==> config.mk <==
export PLATFORM = sky130hd
export DESIGN_NAME = csync_gen_top
export DESIGN_NICKNAME = d
export VERILOG_FILES = /design/src/rtl/csync_gen_pkg.sv /design/src/rtl/std_timing_sel.sv /design/src/rtl/halfline_zone_decode.sv /design/src/rtl/csync_shaper.sv /design/src/rtl/blank_clamp_gen.sv /design/src/rtl/csync_gen_top.sv
export SDC_FILE = /design/constraint.sdc
export NUM_CORES = 1
export LEC_CHECK = 0
export ABC_AREA = 1
export BUFFER_PORTS_ARGS = -buffer_cell sky130_fd_sc_hd__buf_2
export CORE_UTILIZATION = 47
export DETAILED_ROUTE_END_ITERATION = 8
export PLACE_DENSITY = 0.76
export REMOVE_ABC_BUFFERS = 1
export SLEW_MARGIN = 5
export SYNTH_ARGS = -nofsm -noshare
export SYNTH_HDL_FRONTEND = slang
export SYNTH_SLANG_ARGS = --single-unit
==> constraint.sdc <==
create_clock -name clk -period 1.9 [get_ports clk]
set_input_delay 0.38 -clock clk [delete_from_list [all_inputs] [get_ports clk]]
set_output_delay 0.38 -clock clk [all_outputs]
set_load 0.02 [all_outputs]
==> src/rtl/csync_gen_pkg.sv <==
package csync_gen_pkg;

  // Common width of every tick-count timing field.
  localparam int unsigned TW = 16;

  // Kind of half-line the raster is currently in.
  typedef enum logic [1:0] {
    ZN_NORMAL = 2'd0,
    ZN_EQUAL  = 2'd1,
    ZN_SERR   = 2'd2
  } hl_zone_e;

  // Per-standard timing set, all counts in prescaled ticks.
  typedef struct packed {
    logic [TW-1:0] half_len;
    logic [TW-1:0] eq_w;
    logic [TW-1:0] hs_w;
    logic [TW-1:0] serr_w;
    logic [TW-1:0] cb_w;
    logic [TW-1:0] hb_w;
    logic [TW-1:0] vb_lines;
  } std_timing_t;

endpackage

==> src/rtl/std_timing_sel.sv <==
module std_timing_sel
  import csync_gen_pkg::*;
#(
  parameter int unsigned HALF_EIA   = 303,
  parameter int unsigned HALF_CCIR  = 309,
  parameter int unsigned EQ_EIA     = 15,
  parameter int unsigned EQ_CCIR    = 15,
  parameter int unsigned HS_EIA     = 45,
  parameter int unsigned HS_CCIR    = 45,
  parameter int unsigned SERR_EIA   = 45,
  parameter int unsigned SERR_CCIR  = 45,
  parameter int unsigned CB_EIA     = 105,
  parameter int unsigned CB_CCIR    = 117,
  parameter int unsigned HB_EIA     = 82,
  parameter int unsigned HB_CCIR    = 94,
  parameter int unsigned VB_EIA     = 20,
  parameter int unsigned VB_CCIR    = 25
) (
  input  logic        sys_ccir,
  output std_timing_t tim
);

  localparam int unsigned NSTD = 2;

  std_timing_t set_q [NSTD];

  // One timing set per standard, indexed by the mode pin.
  for (genvar s = 0; s < NSTD; s++) begin : g_std
    if (s == 0) begin : g_eia
      assign set_q[s] = '{half_len: TW'(HALF_EIA),  eq_w: TW'(EQ_EIA),
                          hs_w:     TW'(HS_EIA),    serr_w: TW'(SERR_EIA),
                          cb_w:     TW'(CB_EIA),    hb_w: TW'(HB_EIA),
                          vb_lines: TW'(VB_EIA)};
    end else begin : g_ccir
      assign set_q[s] = '{half_len: TW'(HALF_CCIR), eq_w: TW'(EQ_CCIR),
                          hs_w:     TW'(HS_CCIR),   serr_w: TW'(SERR_CCIR),
                          cb_w:     TW'(CB_CCIR),   hb_w: TW'(HB_CCIR),
                          vb_lines: TW'(VB_CCIR)};
    end
  end

  assign tim = set_q[sys_ccir];

endmodule

==> src/rtl/halfline_zone_decode.sv <==
module halfline_zone_decode
  import csync_gen_pkg::*;
#(
  parameter int unsigned LINE_W  = 10,
  parameter int unsigned SECT_HL = 6
) (
  input  logic              field_odd,
  input  logic [LINE_W-1:0] line_idx,
  input  logic              half_sel,
  input  logic [TW-1:0]     vb_lines,
  output hl_zone_e          zone,
  output logic              vblank_line
);

  localparam int unsigned HLW      = LINE_W + 1;
  localparam int unsigned SERR_BEG = SECT_HL;
  localparam int unsigned POST_BEG = 2 * SECT_HL;
  localparam int unsigned VINT_END = 3 * SECT_HL;

  logic [HLW-1:0] hl_idx;
  logic [HLW-1:0] hl_rel;

  // Even fields start the vertical interval one half-line later. Index 0
  // of an even field wraps to a large value and so reads as normal.
  assign hl_idx = {line_idx, half_sel};
  assign hl_rel = hl_idx - HLW'(!field_odd);

  always_comb begin
    if (hl_rel < HLW'(SERR_BEG)) begin
      zone = ZN_EQUAL;
    end else if (hl_rel < HLW'(POST_BEG)) begin
      zone = ZN_SERR;
    end else if (hl_rel < HLW'(VINT_END)) begin
      zone = ZN_EQUAL;
    end else begin
      zone = ZN_NORMAL;
    end
  end

  assign vblank_line = (TW'(line_idx) < vb_lines);

endmodule

==> src/rtl/csync_shaper.sv <==
module csync_shaper
  import csync_gen_pkg::*;
(
  input  hl_zone_e      zone,
  input  logic          half_sel,
  input  logic [TW-1:0] pos,
  input  logic [TW-1:0] half_len,
  input  logic [TW-1:0] eq_w,
  input  logic [TW-1:0] hs_w,
  input  logic [TW-1:0] serr_w,
  output logic          sync_low
);

  logic [TW-1:0] serr_rise;

  assign serr_rise = half_len - serr_w;

  always_comb begin
    unique case (zone)
      ZN_EQUAL: sync_low = (pos < eq_w);
      ZN_SERR:  sync_low = (pos < serr_rise);
      default:  sync_low = !half_sel && (pos < hs_w);
    endcase
  end

endmodule

==> src/rtl/blank_clamp_gen.sv <==
module blank_clamp_gen
  import csync_gen_pkg::*;
#(
  parameter int unsigned CLAMP_START = 56,
  parameter int unsigned CLAMP_W     = 20
) (
  input  logic          half_sel,
  input  logic [TW-1:0] pos,
  input  logic          vblank_line,
  input  logic          clamp_cont,
  input  logic [TW-1:0] cb_w,
  input  logic [TW-1:0] hb_w,
  output logic          cblank_d,
  output logic          hblank_d,
  output logic          clamp_d
);

  localparam int unsigned CLAMP_END = CLAMP_START + CLAMP_W;

  logic first_half;
  logic in_clamp_win;

  assign first_half   = !half_sel;
  assign in_clamp_win = first_half && (pos >= TW'(CLAMP_START)) &&
                        (pos < TW'(CLAMP_END));

  assign cblank_d = vblank_line || (first_half && (pos < cb_w));
  assign hblank_d = first_half && (pos < hb_w);
  assign clamp_d  = in_clamp_win && (clamp_cont || !vblank_line);

endmodule

==> src/rtl/csync_gen_top.sv <==
module csync_gen_top
  import csync_gen_pkg::*;
#(
  parameter int unsigned LINE_W      = 10,
  parameter int unsigned POS_W       = 9,
  parameter int unsigned SECT_HL     = 6,
  parameter int unsigned HALF_EIA    = 303,
  parameter int unsigned HALF_CCIR   = 309,
  parameter int unsigned EQ_EIA      = 15,
  parameter int unsigned EQ_CCIR     = 15,
  parameter int unsigned HS_EIA      = 45,
  parameter int unsigned HS_CCIR     = 45,
  parameter int unsigned SERR_EIA    = 45,
  parameter int unsigned SERR_CCIR   = 45,
  parameter int unsigned CB_EIA      = 105,
  parameter int unsigned CB_CCIR     = 117,
  parameter int unsigned HB_EIA      = 82,
  parameter int unsigned HB_CCIR     = 94,
  parameter int unsigned VB_EIA      = 20,
  parameter int unsigned VB_CCIR     = 25,
  parameter int unsigned CLAMP_START = 56,
  parameter int unsigned CLAMP_W     = 20
) (
  input  logic              clk,
  input  logic              rst_n,
  input  logic              tick_en,
  input  logic              sys_ccir,
  input  logic              clamp_cont,
  input  logic              field_odd,
  input  logic [LINE_W-1:0] line_idx,
  input  logic              half_sel,
  input  logic [POS_W-1:0]  hpos,
  output logic              csync_n,
  output logic              cblank,
  output logic              hblank,
  output logic              clamp
);

  std_timing_t   tim;
  hl_zone_e      zone;
  logic          vblank_line;
  logic [TW-1:0] pos;
  logic          sync_low;
  logic          cblank_d;
  logic          hblank_d;
  logic          clamp_d;

  assign pos = TW'(hpos);

  std_timing_sel #(
    .HALF_EIA (HALF_EIA), .HALF_CCIR (HALF_CCIR),
    .EQ_EIA   (EQ_EIA),   .EQ_CCIR   (EQ_CCIR),
    .HS_EIA   (HS_EIA),   .HS_CCIR   (HS_CCIR),
    .SERR_EIA (SERR_EIA), .SERR_CCIR (SERR_CCIR),
    .CB_EIA   (CB_EIA),   .CB_CCIR   (CB_CCIR),
    .HB_EIA   (HB_EIA),   .HB_CCIR   (HB_CCIR),
    .VB_EIA   (VB_EIA),   .VB_CCIR   (VB_CCIR)
  ) u_tim (
    .sys_ccir (sys_ccir),
    .tim      (tim)
  );

  halfline_zone_decode #(
    .LINE_W  (LINE_W),
    .SECT_HL (SECT_HL)
  ) u_zone (
    .field_odd   (field_odd),
    .line_idx    (line_idx),
    .half_sel    (half_sel),
    .vb_lines    (tim.vb_lines),
    .zone        (zone),
    .vblank_line (vblank_line)
  );

  csync_shaper u_sync (
    .zone     (zone),
    .half_sel (half_sel),
    .pos      (pos),
    .half_len (tim.half_len),
    .eq_w     (tim.eq_w),
    .hs_w     (tim.hs_w),
    .serr_w   (tim.serr_w),
    .sync_low (sync_low)
  );

  blank_clamp_gen #(
    .CLAMP_START (CLAMP_START),
    .CLAMP_W     (CLAMP_W)
  ) u_blank (
    .half_sel    (half_sel),
    .pos         (pos),
    .vblank_line (vblank_line),
    .clamp_cont  (clamp_cont),
    .cb_w        (tim.cb_w),
    .hb_w        (tim.hb_w),
    .cblank_d    (cblank_d),
    .hblank_d    (hblank_d),
    .clamp_d     (clamp_d)
  );

  // Output stage: the only state in the block, advanced on ticks.
  always_ff @(posedge clk or negedge rst_n) begin
    if (!rst_n) begin
      csync_n <= 1'b1;
      cblank  <= 1'b0;
      hblank  <= 1'b0;
      clamp   <= 1'b0;
    end else if (tick_en) begin
      csync_n <= !sync_low;
      cblank  <= cblank_d;
      hblank  <= hblank_d;
      clamp   <= clamp_d;
    end
  end

  // nothing moves between ticks.
  p_hold_r2: assert property (@(posedge clk) disable iff (!rst_n)
    !tick_en |=> ($stable(csync_n) && $stable(cblank) &&
                  $stable(hblank) && $stable(clamp)));

  // every sync pulse sits inside composite blanking.
  p_sync_in_blank_r7: assert property (@(posedge clk) disable iff (!rst_n)
    !csync_n |-> cblank);

  // horizontal transfer stop sits inside composite blanking.
  p_hblank_in_blank_r8: assert property (@(posedge clk) disable iff (!rst_n)
    hblank |-> cblank);

  // a gated clamp never fires on a vertically blanked line.
  p_clamp_gated_r10: assert property (@(posedge clk) disable iff (!rst_n)
    (tick_en && !clamp_cont && vblank_line) |=> !clamp);

  // serrated sync only occurs on vertically blanked lines.
  p_serr_in_vblank_r5: assert property (@(posedge clk) disable iff (!rst_n)
    (zone == ZN_SERR) |-> vblank_line);

endmodule

* Word-level counts from Yosys, hierarchy flattened *
Index checks and enable logic that the tools add are counted.

operators by class
  multipliers = 0
  shift-type cells = 0
  divide/modulo/power cells = 0
  multiplexer cells = 7
  equality and inequality tests = 2
  bitwise operators = 1
  $add $sub $neg = 2
  reductions and logical operators = 12
  $lt $le $gt $ge = 12

operator list
  operator                                                      count
  two-way mux 112 bit                                           2
  two-way mux 101 bit                                           1
  less-than comparator 9 x 16 -> 1 bit                          5
  less-than comparator 10 x 16 -> 1 bit                         1
  subtractor 16 bit                                             1
  less-than comparator 11 x 3 -> 1 bit (second input constant)  1
  less-than comparator 11 x 4 -> 1 bit (second input constant)  1
  less-than comparator 11 x 5 -> 1 bit (second input constant)  1
  subtractor 11 x 1 -> 11 bit                                   1
  >= comparator 9 x 6 -> 1 bit (second input constant)          1
  less-than comparator 9 x 7 -> 1 bit (second input constant)   1
  logical AND 1 bit                                             6
  zero test 1 bit                                               4
  two-way mux 2 bit                                             2
  equality test 2 x 1 -> 1 bit (second input constant)          1
  equality test 2 bit (second input constant)                   1
  >= comparator 2 bit (second input constant)                   1
  logical OR 1 bit                                              2
  inverter 1 -> 2 bit                                           1
  case mux 1 bit (2 select lines)                               1
  two-way mux 1 bit                                             1

word-level totals
  latch bits = 0
  ROM bits = 0
  output and inout port bits = 4
  RAM bits = 0
  bits of input ports = 26
  word-level logic and storage cells = 40
  flip-flop bits (word level) = 4
  memories = 0

* Logic depth before layout (Yosys ltp) *
Gate-level depths: netlist of run 1.

  depth after elaboration = 9
  gate-level depth with buffers = 18
  mapped depth without buffers = 18

* Modules after synthesis *
Synthesis of run 1 repeated with hierarchy kept, for this count alone.

unflattened totals
  cells, all modules = 699
  area total of the unflattened synthesis = 4436.8 um2

modules (own cells, without submodules)
  module                cells each  instances  area an instance (um2)
  csync_shaper          331         1          2042.0
  blank_clamp_gen       145         1          879.6
  std_timing_sel        114         1          844.6
  halfline_zone_decode  90          1          513.0
  csync_gen_top         19          1          157.7

* Worst setup path after synthesis of run 1 *
Ideal clock, no wire load.

  path type = input -> register
  from = input port half_sel
  to = register csync_n
  arrival = 2.022 ns
  data required time = 1.827 ns
  library setup time = 0.073 ns
  buffers on the path = 0
  path slack = -0.195 ns
  stages on the path = 15
  cells stage by stage = nor2_2 -> ha_1 -> nand2_4 -> nor2_4 -> nand2_2 -> nand2_2 -> nand2_2 -> nor2_4 -> nand3_1 -> nor2_1 -> nand2_1 -> ha_1 -> a21oi_1 -> nand2_1 -> a21oi_1

between the ends
  cells in the longest elaborated chain, start to end = 8
  elaborated cells on any way between the ends = 13

ends and longest elaborated chain
  item                                                                 line                        text
  from (decl)                                                          csync_gen_top.sv:31         input logic half_sel,
  subtractor 11 x 1 -> 11 bit                                          halfline_zone_decode.sv:26  assign hl_rel = hl_idx - HLW'(!field_odd);
  less-than comparator 11 x 5 -> 1 bit                                 halfline_zone_decode.sv:33  end else if (hl_rel < HLW'(VINT_END)) begin
  two-way mux 1 bit                                                    halfline_zone_decode.sv:33
  two-way mux 2 bit                                                    halfline_zone_decode.sv:31  end else if (hl_rel < HLW'(POST_BEG)) begin
  two-way mux 2 bit                                                    halfline_zone_decode.sv:29  if (hl_rel < HLW'(SERR_BEG)) begin
  equality test 2 bit or equality test 2 x 1 -> 1 bit (tied branches)  csync_shaper.sv:19          unique case (zone)
  case mux 1 bit (2 select lines) (*)                                  csync_shaper.sv:19
  zero test 1 bit (*)                                                  csync_gen_top.sv:109        csync_n <= !sync_low;
  to (signal assigned)                                                 csync_gen_top.sv:109
  to (decl)                                                            csync_gen_top.sv:33         output logic csync_n,

Every way passes the cells marked *; elsewhere a longest branch is shown, timed or not.
A chain may end at the register's enable or synchronous reset.

* Final worst setup path of run 1 *
Same ends and word-level chain as after synthesis.

==> flow_summary.rst, run 1 <==
.. list-table::
   :header-rows: 1

   * - Metric
     - Value
   * - Outcome
     - finished with violations
   * - Violated checks
     - negative setup slack
   * - Critical Path Slowest Stage Cell
     - ha_4
   * - Remaining max-slew budget at the tightest pin
     - between 70 and 80%
   * - Antenna viol nets, final
     - 0
   * - Cell with the most instances on the worst path
     - nor2_4
   * - Worst reg2reg endpoint
     - csync_n
   * - Number of antenna cells inserted
     - 0
   * - Final critical-path share of the clock period
     - 105.7%
   * - Vias per inst
     - 5.081
   * - Slew @ Worst Pin
     - approximately 0.39 ns
   * - Path type of the worst setup path
     - primary input to register
   * - Detailed-route DRC error count
     - 0
   * - Yosys synthesis warning count
     - 0
   * - Growth of design area from synthesis to finish
     - 51.23%
   * - Area of all placed cells without fillers
     - ~1300 sq um
   * - Distinct cells, synth
     - 23
   * - Largest net degree at the start of global routing
     - 7
   * - CTS HTree Levels
     - 1
   * - Worst-case vdd ir drop
     - roughly 0.00022 V
   * - Number of antenna violations at the first check in global routing
     - 0
   * - Count of buffers inserted at the top-level ports
     - 29
   * - Post-place instance area
     - ~1100 sq um
   * - Number of flops mapped to enable cells by yosys
     - 0
   * - Depth of the worst register-to-register path
     - 2
   * - Min cycle time layout
     - between 2 and 2.5 ns
   * - Width of the chip
     - between 40 and 50 microns
   * - Worst endpoint required time
     - 2.06 ns
   * - Netlist area before placement
     - between 800 and 900 sq um
   * - Nets
     - ~230
   * - Commonest non-fill, non-tap cells in the layout
     - nand2_1 (35), buf_2 (27), inv_1 (23)
   * - Longest individual stage delay on the worst path
     - roughly 0.18 ns
   * - Final core utilization
     - between 70% and 80%
   * - DR pass1 iterations
     - 4
   * - Tot GR Track Use
     - 25.48%
   * - PnR worst setup slack
     - -0.1088 ns
   * - Chip height
     - approximately 45 microns
   * - Reported max-cap violation count
     - 0
   * - FILL cells
     - approximately 150
   * - Reported leakage power
     - between 0.6 and 0.7 nW
   * - Fmax achieved
     - around 500 MHz
   * - Share of Yosys cell area claimed by the top area cell type
     - between 10% and 20%
   * - Library cell occupying the most area in the post-synthesis netlist
     - nand2_1
   * - Site Rows
     - 15
   * - Cell area power density
     - approximately 330 nW/um^2
   * - Peak fanout along the critical path
     - 4
   * - Worst Hold End
     - clamp
   * - Post-CTS clock slew at the launch and capture registers of the worst setup and hold paths
     - 0.04 ns
   * - Path category of the worst min-delay check
     - primary input to register
   * - Clk sinks
     - 4
   * - Flip-flop and latch count after synthesis
     - 4
   * - Share of async-settable or async-resettable flops after synthesis
     - between 90% and 100%
   * - Setup crit start kind
     - primary input
   * - Pins over their slew limit
     - 0
   * - Number of setup violations in the final report
     - 1
   * - Most common cell after layout, fill and taps aside
     - nand2_1
   * - Endpoint class of the critical path
     - register
   * - Hold path depth
     - 3
   * - Worst reg2reg startpoint
     - csync_n
   * - Startpoint of the lowest-slack hold path
     - clamp_cont
   * - Root cell of the clock tree
     - clkbuf_4
   * - Cells after synthesis
     - between 100 and 150
   * - Skew final
     - 0 ns
   * - Primary FF master, synth
     - dfrtp_1
   * - RSZ-0062 raised after global routing
     - yes
   * - Final number of hold-violating endpoints
     - 0
   * - Wirelength per Cell
     - about 11 microns
   * - Layout cells sized above 1
     - roughly two fifths
   * - Cts bufs inserted
     - 3
   * - TritonCTS clock tree
     - done
   * - Core Region
     - approximately 1700 sq um
   * - Avg Cell Area, Syn
     - 5.864 sq um
   * - Number of global-route vias before repair
     - ~1100
   * - Effective utilization at floorplan
     - 49.93%
   * - Worst setup slack before clock tree synthesis
     - -0.4510 ns
   * - Clock network latency to the later pin of the worst-skew pair
     - 0.24 ns
   * - Total Routed Length
     - 2499 microns
   * - Post-DP HPWL
     - roughly 1800 microns
   * - Cells taking the most area after synthesis
     - nand2_1 (16%), ha_1 (13%), inv_1 (10%)
   * - Cell-by-cell listing of the critical path
     - buf_6 -> nor2_4 -> ha_4 -> nand2_4 -> nor2_4 -> nand2_2 -> nand2_2 -> nand2_2 -> nor2_4 -> nand3_2 -> nor2_4 -> buf_4 -> ha_4 -> nand3_2 -> o21ai_2 -> nand2_1 -> nand2_1 -> a21oi_2
   * - Global-route wire length before repair
     - 3884 microns
   * - Data arrival time of the critical path
     - approximately 2.2 ns
   * - Initial detailed-routing violation count
     - 25
   * - Sequential-to-total area share from yosys stat
     - between 10% and 20%
   * - Aggregate global routing overflow
     - 0
   * - R2R setup slack
     - 1.16 ns
   * - DIE AREA
     - between 2000 and 2500 sq um
   * - Via count
     - ~1100
   * - Deepest clock path buffer count
     - 2
   * - Weighted congestion at the end of routability-driven global placement
     - ~0.84
   * - # IOs
     - 30
-- Yosys cell counts (2+ instances only) --
master,n
nand2_1,37
inv_1,23
nand3_1,15
nor2_1,11
a21oi_1,9
ha_1,9
nor2_2,7
o21ai_0,6
nand2_2,4
nand4_1,4
dfrtp_1,3
nor2_4,3
o21ai_1,3
xor2_1,3
nor3_1,2
-- how the worst max path moves through the flow --
stage | from | to
final | half_sel | csync_n
after global routing | half_sel | csync_n
after CTS | field_odd | csync_n
after detailed placement | half_sel | csync_n
after global placement | half_sel | csync_n
after floorplan | half_sel | csync_n
-- layer usage --
metal | up-vias | GRT usage [%] | share of wire (%)
met5 | - | 0 | 0
met4 | 0 | 6.667 | 1.0
met3 | 4 | 3.600 | 5.3
met2 | 45 | 50.00 | 53
met1 | 503 | 28.22 | 41
li1 | 571 | - | -
-- report_power, final --
part | internal (mW) | total, mW | switching (mW)
clock | 0.0791 | 0.119 | 0.0398
sequential | 0.0901 | 0.0919 | 0.00175
combinational | 0.0927 | 0.216 | 0.123
total | 0.262 | 0.427 | 0.165
-- worst max-delay path, delay by kind of cell --
family,cells,cell delay [ns]
buffers and inverters,2,0.23
and+or+nand+nor,12,1.09
adders and majority gates,2,0.32
AOI/OAI and AO/OA,2,0.14
-- layout make-up --
type / count / area (sq um) / area share [%]
Clock buffer: 4 / 26.28 / 2.015
Inverter: 24 / 90.09 / 6.910
Multi-Input combinational cell: 119 / 770.7 / 59.12
Sequential cell: 4 / 101.3 / 7.773
Tap cell: 25 / 31.28 / 2.399
Timing Repair Buffer: 45 / 284.0 / 21.79
-- timing repair --
item,4_1_cts,5_1_grt
buffers inserted,1,1
endpoints found under the hold margin,3,0
resized for setup,18,8
hold buffers,1,0
endpoints found under the setup margin,1,1
pin swaps,15,9
-- flip-flops by register name, summed over array words and instances, names as in the netlist --
signal and flops:
cblank 1, clamp 1, csync_n 1, hblank 1
-- metrics by stage --
stage                     instances  TNS (ns)  total power, mW  hold WS [ns]
after global placement          214   -0.3702           0.2725        0.1864
after detailed placement        214   -0.4510           0.2786        0.1881
after floorplan                 147   -0.1953           0.1903       0.08441
after global routing            221   -0.2226           0.4626        0.3804
final                           221   -0.1088           0.4269        0.3758
after CTS                       220  -0.03127           0.4115        0.3776
-- cell families (layout without fill, tap and decap cells) --
family / after synthesis / in the layout / synth area share, %
and+or+nand+nor: 88 / 88 / 50.22
buffers and inverters: 24 / 73 / 10.45
AOI/OAI and AO/OA: 19 / 19 / 11.47
adders and majority gates: 9 / 9 / 13.06
DFF: 4 / 4 / 11.76
xor gates and xnor gates: 3 / 3 / 3.048
Power figures use the tool's default switching activity.
==> run 2: changes to the inputs <==
- clock period: 1.9 -> 2.24 ns (I/O delays scaled with it)
==> run 2 against run 1 <==
- the run now ends clean
- worst hold slack improved by 0.070 ns
- non-clock buffer count decreased by 13
- final area decreased by 13%
- combinational power decreased by 29%
- cell count decreased by 5.9%
- critical path depth decreased by 2
- register-to-register slack improved by 0.35 ns
- sequential power decreased by 15%
==> flow_summary.rst, run 2 (same netlist as run 1, synthesis figures left out) <==
.. list-table::
   :header-rows: 1

   * - Metric
     - Value
   * - Nets
     - 219 (-5.6%)
   * - Longest individual stage delay on the worst path
     - 0.32 ns (+0.14 ns)
   * - Global-route wire length before repair
     - 3567 microns (-8.2%)
   * - Effective utilization at floorplan
     - 49.93% (unchanged)
   * - CTS HTree Levels
     - 1 (unchanged)
   * - Setup crit start kind
     - primary input
   * - Switching pwr
     - 126.7 uW (-23%)
   * - FILL cells
     - 176 (+18%)
   * - Relative contribution of the clock network to total power
     - 30.1% (+2.2 points)
   * - Worst reg2reg startpoint
     - csync_n
   * - Post-CTS Setup Bufs
     - 0 (-1)
   * - Sequential share of power
     - 23.7% (+2.2 points)
   * - Tot GR Track Use
     - 23.23% (-2.2 points)
   * - Peak fanout along the critical path
     - 4 (unchanged)
   * - Reported leakage power
     - 0.6060 nW (-11%)
   * - Final number of hold-violating endpoints
     - 0 (unchanged)
   * - Count of buffers inserted at the top-level ports
     - 29 (unchanged)
   * - Combined flip-flop and latch cell area
     - 101.3 sq um (unchanged)
   * - Part of the total power dissipated in combinational logic
     - 46.2% (-4.4 points)
   * - Worst reg2reg endpoint
     - csync_n
   * - TritonCTS clock tree
     - done
   * - Site Rows
     - 15 (unchanged)
   * - Path category of the worst min-delay check
     - primary input to register
   * - Outcome
     - finished clean
   * - Internal power consumption
     - 203.7 uW (-22%)
   * - Commonest non-fill, non-tap cells in the layout
     - nand2_1 (37), buf_2 (29), inv_1 (23)
   * - Cell-by-cell listing of the critical path
     - buf_2 -> nor2_4 -> ha_4 -> nand2_4 -> nor2_4 -> nand2_2 -> nand2_2 -> nand2_2 -> nor2_4 -> nand3_1 -> nor2_1 -> nand2_1 -> ha_1 -> a21oi_2 -> nand2_1 -> a21oi_1
   * - Cell area power density
     - 291.5 nW/um^2 (-11%)
   * - Post-DP HPWL
     - 1716 microns (-3.3%)
   * - Detailed-route DRC error count
     - 0 (unchanged)
   * - PnR worst setup slack
     - 0.1932 ns (+0.3020 ns)
   * - Fmax achieved
     - slightly below 500 MHz
   * - Deepest clock path buffer count
     - 2 (unchanged)
   * - Switching Share
     - 38.34% (-0.30 points)
   * - Root cell of the clock tree
     - clkbuf_4
   * - Clock network latency to the later pin of the worst-skew pair
     - 0.24 ns (about the same)
   * - Core Region
     - 1727 sq um (unchanged)
   * - Number of antenna violations at the first check in global routing
     - 0 (unchanged)
   * - Reported max-cap violation count
     - 0 (unchanged)
   * - Worst-case vdd ir drop
     - 0.0002773 V (+25%)
   * - Via count
     - 1042 (-7.2%)
   * - Most common cell after layout, fill and taps aside
     - nand2_1
   * - Critical path endpoint
     - csync_n
   * - Min cycle time layout
     - 2.047 ns
   * - Final critical-path share of the clock period
     - between 90% and 100%
   * - Startpoint of the lowest-slack hold path
     - clamp_cont
   * - Wirelength per Cell
     - 9.962 microns (-12%)
   * - Width of the chip
     - 44.83 microns (unchanged)
   * - Worst path depth
     - 16 (-2)
   * - Pins over their slew limit
     - 0 (unchanged)
   * - DIE AREA
     - 2009 sq um (unchanged)
   * - Worst setup slack before clock tree synthesis
     - -0.1650 ns (+0.2861 ns)
   * - Largest net degree at the start of global routing
     - 7 (unchanged)
   * - Vias per inst
     - 5.010 (-1.4%)
   * - Depth of the worst register-to-register path
     - 2 (unchanged)
   * - Clk sinks
     - 4 (unchanged)
   * - Hold path depth
     - 3 (unchanged)
   * - Final core utilization
     - 65.65% (-9.9 points)
   * - Endpoint class of the critical path
     - register
   * - # IOs
     - 30 (unchanged)
   * - Launching element of the worst setup path
     - half_sel
   * - Cts bufs inserted
     - 3 (unchanged)
   * - Total power after layout
     - 330.4 uW (-23%)
   * - Layout cells sized above 1
     - 32.24% (-9.1 points)
   * - Number of antenna cells inserted
     - 0 (unchanged)
   * - Data arrival time of the critical path
     - 2.21 ns (+0.04 ns)
   * - Path type of the worst setup path
     - primary input to register
   * - Initial detailed-routing violation count
     - 13 (-48%)
   * - Skew final
     - 0 ns (unchanged)
   * - DR pass1 iterations
     - 4 (unchanged)
   * - Buffers & Inverters on Critical Path
     - 1 (-1)
   * - Chip height
     - 44.83 microns (unchanged)
   * - Number of global-route vias before repair
     - 957 (-8.9%)
   * - Number of setup violations in the final report
     - 0 (-1)
   * - Aggregate global routing overflow
     - 0 (unchanged)
   * - Post-CTS clock slew at the launch and capture registers of the worst setup and hold paths
     - 0.04 ns (about the same)
   * - Worst endpoint required time
     - 2.40 ns (+0.34 ns)
   * - Weighted congestion at the end of routability-driven global placement
     - 0.8417 (+0.54%)
   * - Delay-heaviest family, CP
     - simple AND/OR/NAND/NOR gates
   * - Antenna viol nets, final
     - 0 (unchanged)
   * - Total Routed Length
     - 2072 microns (-17%)
   * - Growth of design area from synthesis to finish
     - 31.50%
   * - Remaining max-slew budget at the tightest pin
     - 71.87% (-2.2 points)
   * - Critical Path Slowest Stage Cell
     - ha_1
   * - Area of combinational cells with multiple inputs
     - 714.4 sq um (-7.3%)
   * - R2R setup slack
     - 1.51 ns (+0.35 ns)
   * - Slew @ Worst Pin
     - 0.4188 ns (+0.03265 ns)
-- run 2: layer usage --
metal | GRT usage, % | up-vias | routed length [microns]
li1 | - | 550 | -
met3 | 5.600 | 6 | 115
met4 | 4.242 | 0 | 48
met1 | 26.52 | 444 | 903
met5 | 0 | - | 0
met2 | 43.82 | 42 | 1005
-- run 2: worst min-delay path by stage --
stage                   to
global placement    cblank
floorplan           cblank
CTS                  clamp
finish               clamp
detailed placement  cblank
global route         clamp
-- run 2: worst register-to-register path: cells and delay by family, from the launching register on --
kind,cells,cell delay (ns)
flip-flops,1,0.52
AO/OA/AOI/OAI,1,0.11
AND/OR/NAND/NOR,1,0.04
-- run 2: cell type report --
| type | instances | share of cell area [%] |
|---|---|---|
| flip-flops and latches | 4 | 8.940 |
| clock buffers | 4 | 2.318 |
| inverters | 24 | 7.947 |
| repair buffers | 32 | 15.01 |
| multi-input cells | 119 | 63.02 |
| well taps | 25 | 2.759 |
-- run 2: what timing repair did --
action	in CTS	in global routing
setup endpoints to repair	0	1
resized for setup	0	8
hold buffers	1	0
hold endpoints to repair	2	0
-- run 2: per-stage QoR --
stage / hold slack, ns / TNS (ns) / std cells / instance area [sq um]
finish: 0.4460 / 0 / 208 / 1134
global route: 0.4582 / -0.01618 / 208 / 1134
CTS: 0.4427 / 0 / 208 / 1090
detailed placement: 0.2564 / -0.1650 / 203 / 1054
global placement: 0.2551 / -0.1116 / 203 / 1054
floorplan: 0.1524 / 0 / 147 / 862.1
-- run 2: power groups by stage --
| stage | Clock (mW) | Sequential [mW] | Combinational [mW] |
|---|---|---|---|
| 2_1_floorplan | 0 | 0.0832 | 0.0782 |
| 3_3_place_gp | 0 | 0.0788 | 0.138 |
| 3_5_place_dp | 0 | 0.0789 | 0.142 |
| 4_1_cts | 0.104 | 0.0780 | 0.145 |
| 5_1_grt | 0.108 | 0.0783 | 0.174 |
| 6_report | 0.0995 | 0.0781 | 0.153 |
==> run 3: changes to the inputs <==
- CAP_MARGIN: not set -> 20
- CORE_MARGIN: not set -> 4
- PLACE_DENSITY: 0.76 -> 0.86
==> run 3 against run 2 <==
- fmax shrank 6.8%
- die area is 29% higher
- largest cell class unchanged
- total power is 1.2% higher
- non-clock buffer count stayed put
- sequential share of layout area decreased by 0.34 points
- setup slack worse by 0.15 ns
- worst hold slack gained 0.013 ns
- flip-flop and latch count did not move
- wire length grew 20%
- critical path type unchanged
- clock power fell by 5.2%
- cell count is the same
==> flow_summary.rst, run 3 (same netlist as run 1, synthesis figures left out) <==
.. list-table::
   :header-rows: 1

   * - Metric
     - Value
   * - Outcome
     - finished clean
   * - Core Region
     - 1727 sq um (unchanged)
   * - Hold path depth
     - 3 (unchanged)
   * - Final core utilization
     - 68.26% (+2.6 points)
   * - Met1 GRT Util
     - 20.14% (-6.4 points)
   * - Number of setup violations in the final report
     - 0 (unchanged)
   * - PnR worst setup slack
     - 0.04294 ns (-0.1503 ns)
   * - Root cell of the clock tree
     - clkbuf_4
   * - # IOs
     - 30 (unchanged)
   * - Commonest non-fill, non-tap cells in the layout
     - nand2_1 (35), buf_2 (29), inv_1 (23)
   * - Worst endpoint required time
     - 2.40 ns (about the same)
   * - Effective utilization at floorplan
     - 49.93% (unchanged)
   * - Nets
     - 219 (unchanged)
   * - Number of antenna cells inserted
     - 0 (unchanged)
   * - Post-DP HPWL
     - 1900 microns (+11%)
   * - Fin cells
     - 208 (unchanged)
   * - Global route hottest layer
     - met2
   * - Final critical-path share of the clock period
     - 98.08% (+6.7 points)
   * - Setup crit start kind
     - primary input
   * - Remaining max-slew budget at the tightest pin
     - 74.51% (+2.6 points)
   * - Growth of design area from synthesis to finish
     - 36.72%
   * - Slew @ Worst Pin
     - 0.3794 ns (-0.03940 ns)
   * - Worst reg2reg startpoint
     - csync_n
   * - Smallest hold slack
     - 0.4592 ns (+0.01312 ns)
   * - Area of all placed cells without fillers
     - 1179 sq um (+4.0%)
   * - Depth of the worst register-to-register path
     - 2 (unchanged)
   * - Wirelength per Cell
     - 11.96 microns (+20%)
   * - Number of placed instances with taps included
     - 203 (unchanged)
   * - Global-route wire length before repair
     - 3691 microns (+3.5%)
   * - Reported leakage power
     - 0.6073 nW (+0.22%)
   * - Weighted congestion at the end of routability-driven global placement
     - 0.8835 (+5.0%)
   * - Startpoint of the lowest-slack hold path
     - clamp_cont
   * - DR pass1 iterations
     - 4 (unchanged)
   * - R2R setup slack
     - 1.50 ns (about the same)
   * - Endpoint class of the critical path
     - register
   * - Width of the chip
     - 50.83 microns (+13%)
   * - Cell area power density
     - 283.6 nW/um^2 (-2.7%)
   * - Worst reg2reg endpoint
     - csync_n
   * - Reported max-cap violation count
     - 0 (unchanged)
   * - Detailed-route DRC error count
     - 0 (unchanged)
   * - Fmax achieved
     - 455.2 MHz (-6.8%)
   * - Vias per inst
     - 5.231 (+4.4%)
   * - Fin Setup TNS
     - 0 ns (unchanged)
   * - Cts bufs inserted
     - 3 (unchanged)
   * - Clock network latency to the later pin of the worst-skew pair
     - 0.23 ns (about the same)
   * - Site Rows
     - 15 (unchanged)
   * - CTS HTree Levels
     - 1 (unchanged)
   * - Pins over their slew limit
     - 0 (unchanged)
   * - Clk sinks
     - 4 (unchanged)
   * - Min cycle time layout
     - 2.197 ns (+0.1503 ns)
   * - Final number of hold-violating endpoints
     - 0 (unchanged)
   * - Antenna viol nets, final
     - 0 (unchanged)
   * - Global routing usage on met3
     - 2.915% (-2.7 points)
   * - Tot GR Track Use
     - 17.80% (-5.4 points)
   * - M2 GR Usage
     - 32.39% (-11 points)
   * - Layout cells sized above 1
     - 37.16% (+4.9 points)
   * - Total Routed Length
     - 2487 microns (+20%)
   * - Number of antenna violations at the first check in global routing
     - 0 (unchanged)
   * - Largest net degree at the start of global routing
     - 7 (unchanged)
   * - DIE AREA
     - 2583 sq um (+29%)
   * - Most common cell after layout, fill and taps aside
     - nand2_1
   * - Worst Hold End
     - clamp
   * - Worst-case vdd ir drop
     - 0.0002692 V (-2.9%)
   * - Aggregate global routing overflow
     - 0 (unchanged)
   * - Initial detailed-routing violation count
     - 19 (+6)
   * - Count of buffers inserted at the top-level ports
     - 29 (unchanged)
   * - Peak fanout along the critical path
     - 4 (unchanged)
   * - Deepest clock path buffer count
     - 2 (unchanged)
   * - TritonCTS clock tree
     - done
   * - Path type of the worst setup path
     - primary input to register
   * - Post-CTS clock slew at the launch and capture registers of the worst setup and hold paths
     - 0.03 ns (about the same)
   * - Path category of the worst min-delay check
     - primary input to register
   * - Chip height
     - 50.83 microns (+13%)
   * - FILL cells
     - 154 (-13%)
   * - Data arrival time of the critical path
     - 2.35 ns (+0.14 ns)
   * - Total power after layout
     - 334.3 uW (+1.2%)
   * - Post-place instance area
     - 1054 sq um (unchanged)
   * - Worst setup slack before clock tree synthesis
     - -0.2803 ns (-0.1153 ns)
   * - Skew final
     - 0 ns (unchanged)
   * - Number of global-route vias before repair
     - 983 (+2.7%)
   * - Via count
     - 1088 (+4.4%)
[run 3: timing repair]
item	4_1_cts	5_1_grt
buffers inserted	0	0
pin swaps	0	15
endpoints found under the hold margin	0	2
hold buffers	0	1
gates resized for setup	1	20
cloned	0	0
setup endpoints to repair	1	1
[run 3: routing by layer]
metal	vias up	wire length, microns
met5	-	0
met4	0	14
met3	2	65
met2	22	1355
met1	517	1052
li1	547	-
[run 3: final cells by class]
| class | instances | area [sq um] | share of cell area, % |
|---|---|---|---|
| multi-input combinational | 119 | 755.7 | 64.12 |
| timing repair buffer | 32 | 173.9 | 14.76 |
| sequential | 4 | 101.3 | 8.599 |
| inverter | 24 | 90.09 | 7.643 |
| tap | 25 | 31.28 | 2.654 |
| clock buffer | 4 | 26.28 | 2.229 |
[run 3: critical path: stages]
cell and delay, ns:
buf_2 0.11, nor2_4 0.15, ha_4 0.19, nand4_1 0.12, nand2_1 0.09, nand3_1 0.09
nor2_1 0.17, inv_1 0.10, nor2_2 0.14, nand2_2 0.08, nand2_2 0.08, ha_2 0.28
a21oi_2 0.11, nand2_1 0.07, a21oi_2 0.13
[run 3: power breakdown]
part	switching, mW	total [mW]	leakage (nW)	internal, mW
logic	0.0995	0.162	0.541	0.0625
clock network	0.0276	0.0943	0.0150	0.0667
registers	0.00150	0.0780	0.0514	0.0765
total	0.129	0.334	0.607	0.206
[run 3: worst max path at each step]
stage | start | to | slack [ns]
CTS | half_sel | csync_n | 0.004
global route | field_odd | csync_n | -0.1
detailed placement | half_sel | csync_n | -0.28
global placement | half_sel | csync_n | -0.09
finish | field_odd | csync_n | 0.04
floorplan | half_sel | csync_n | 0.08
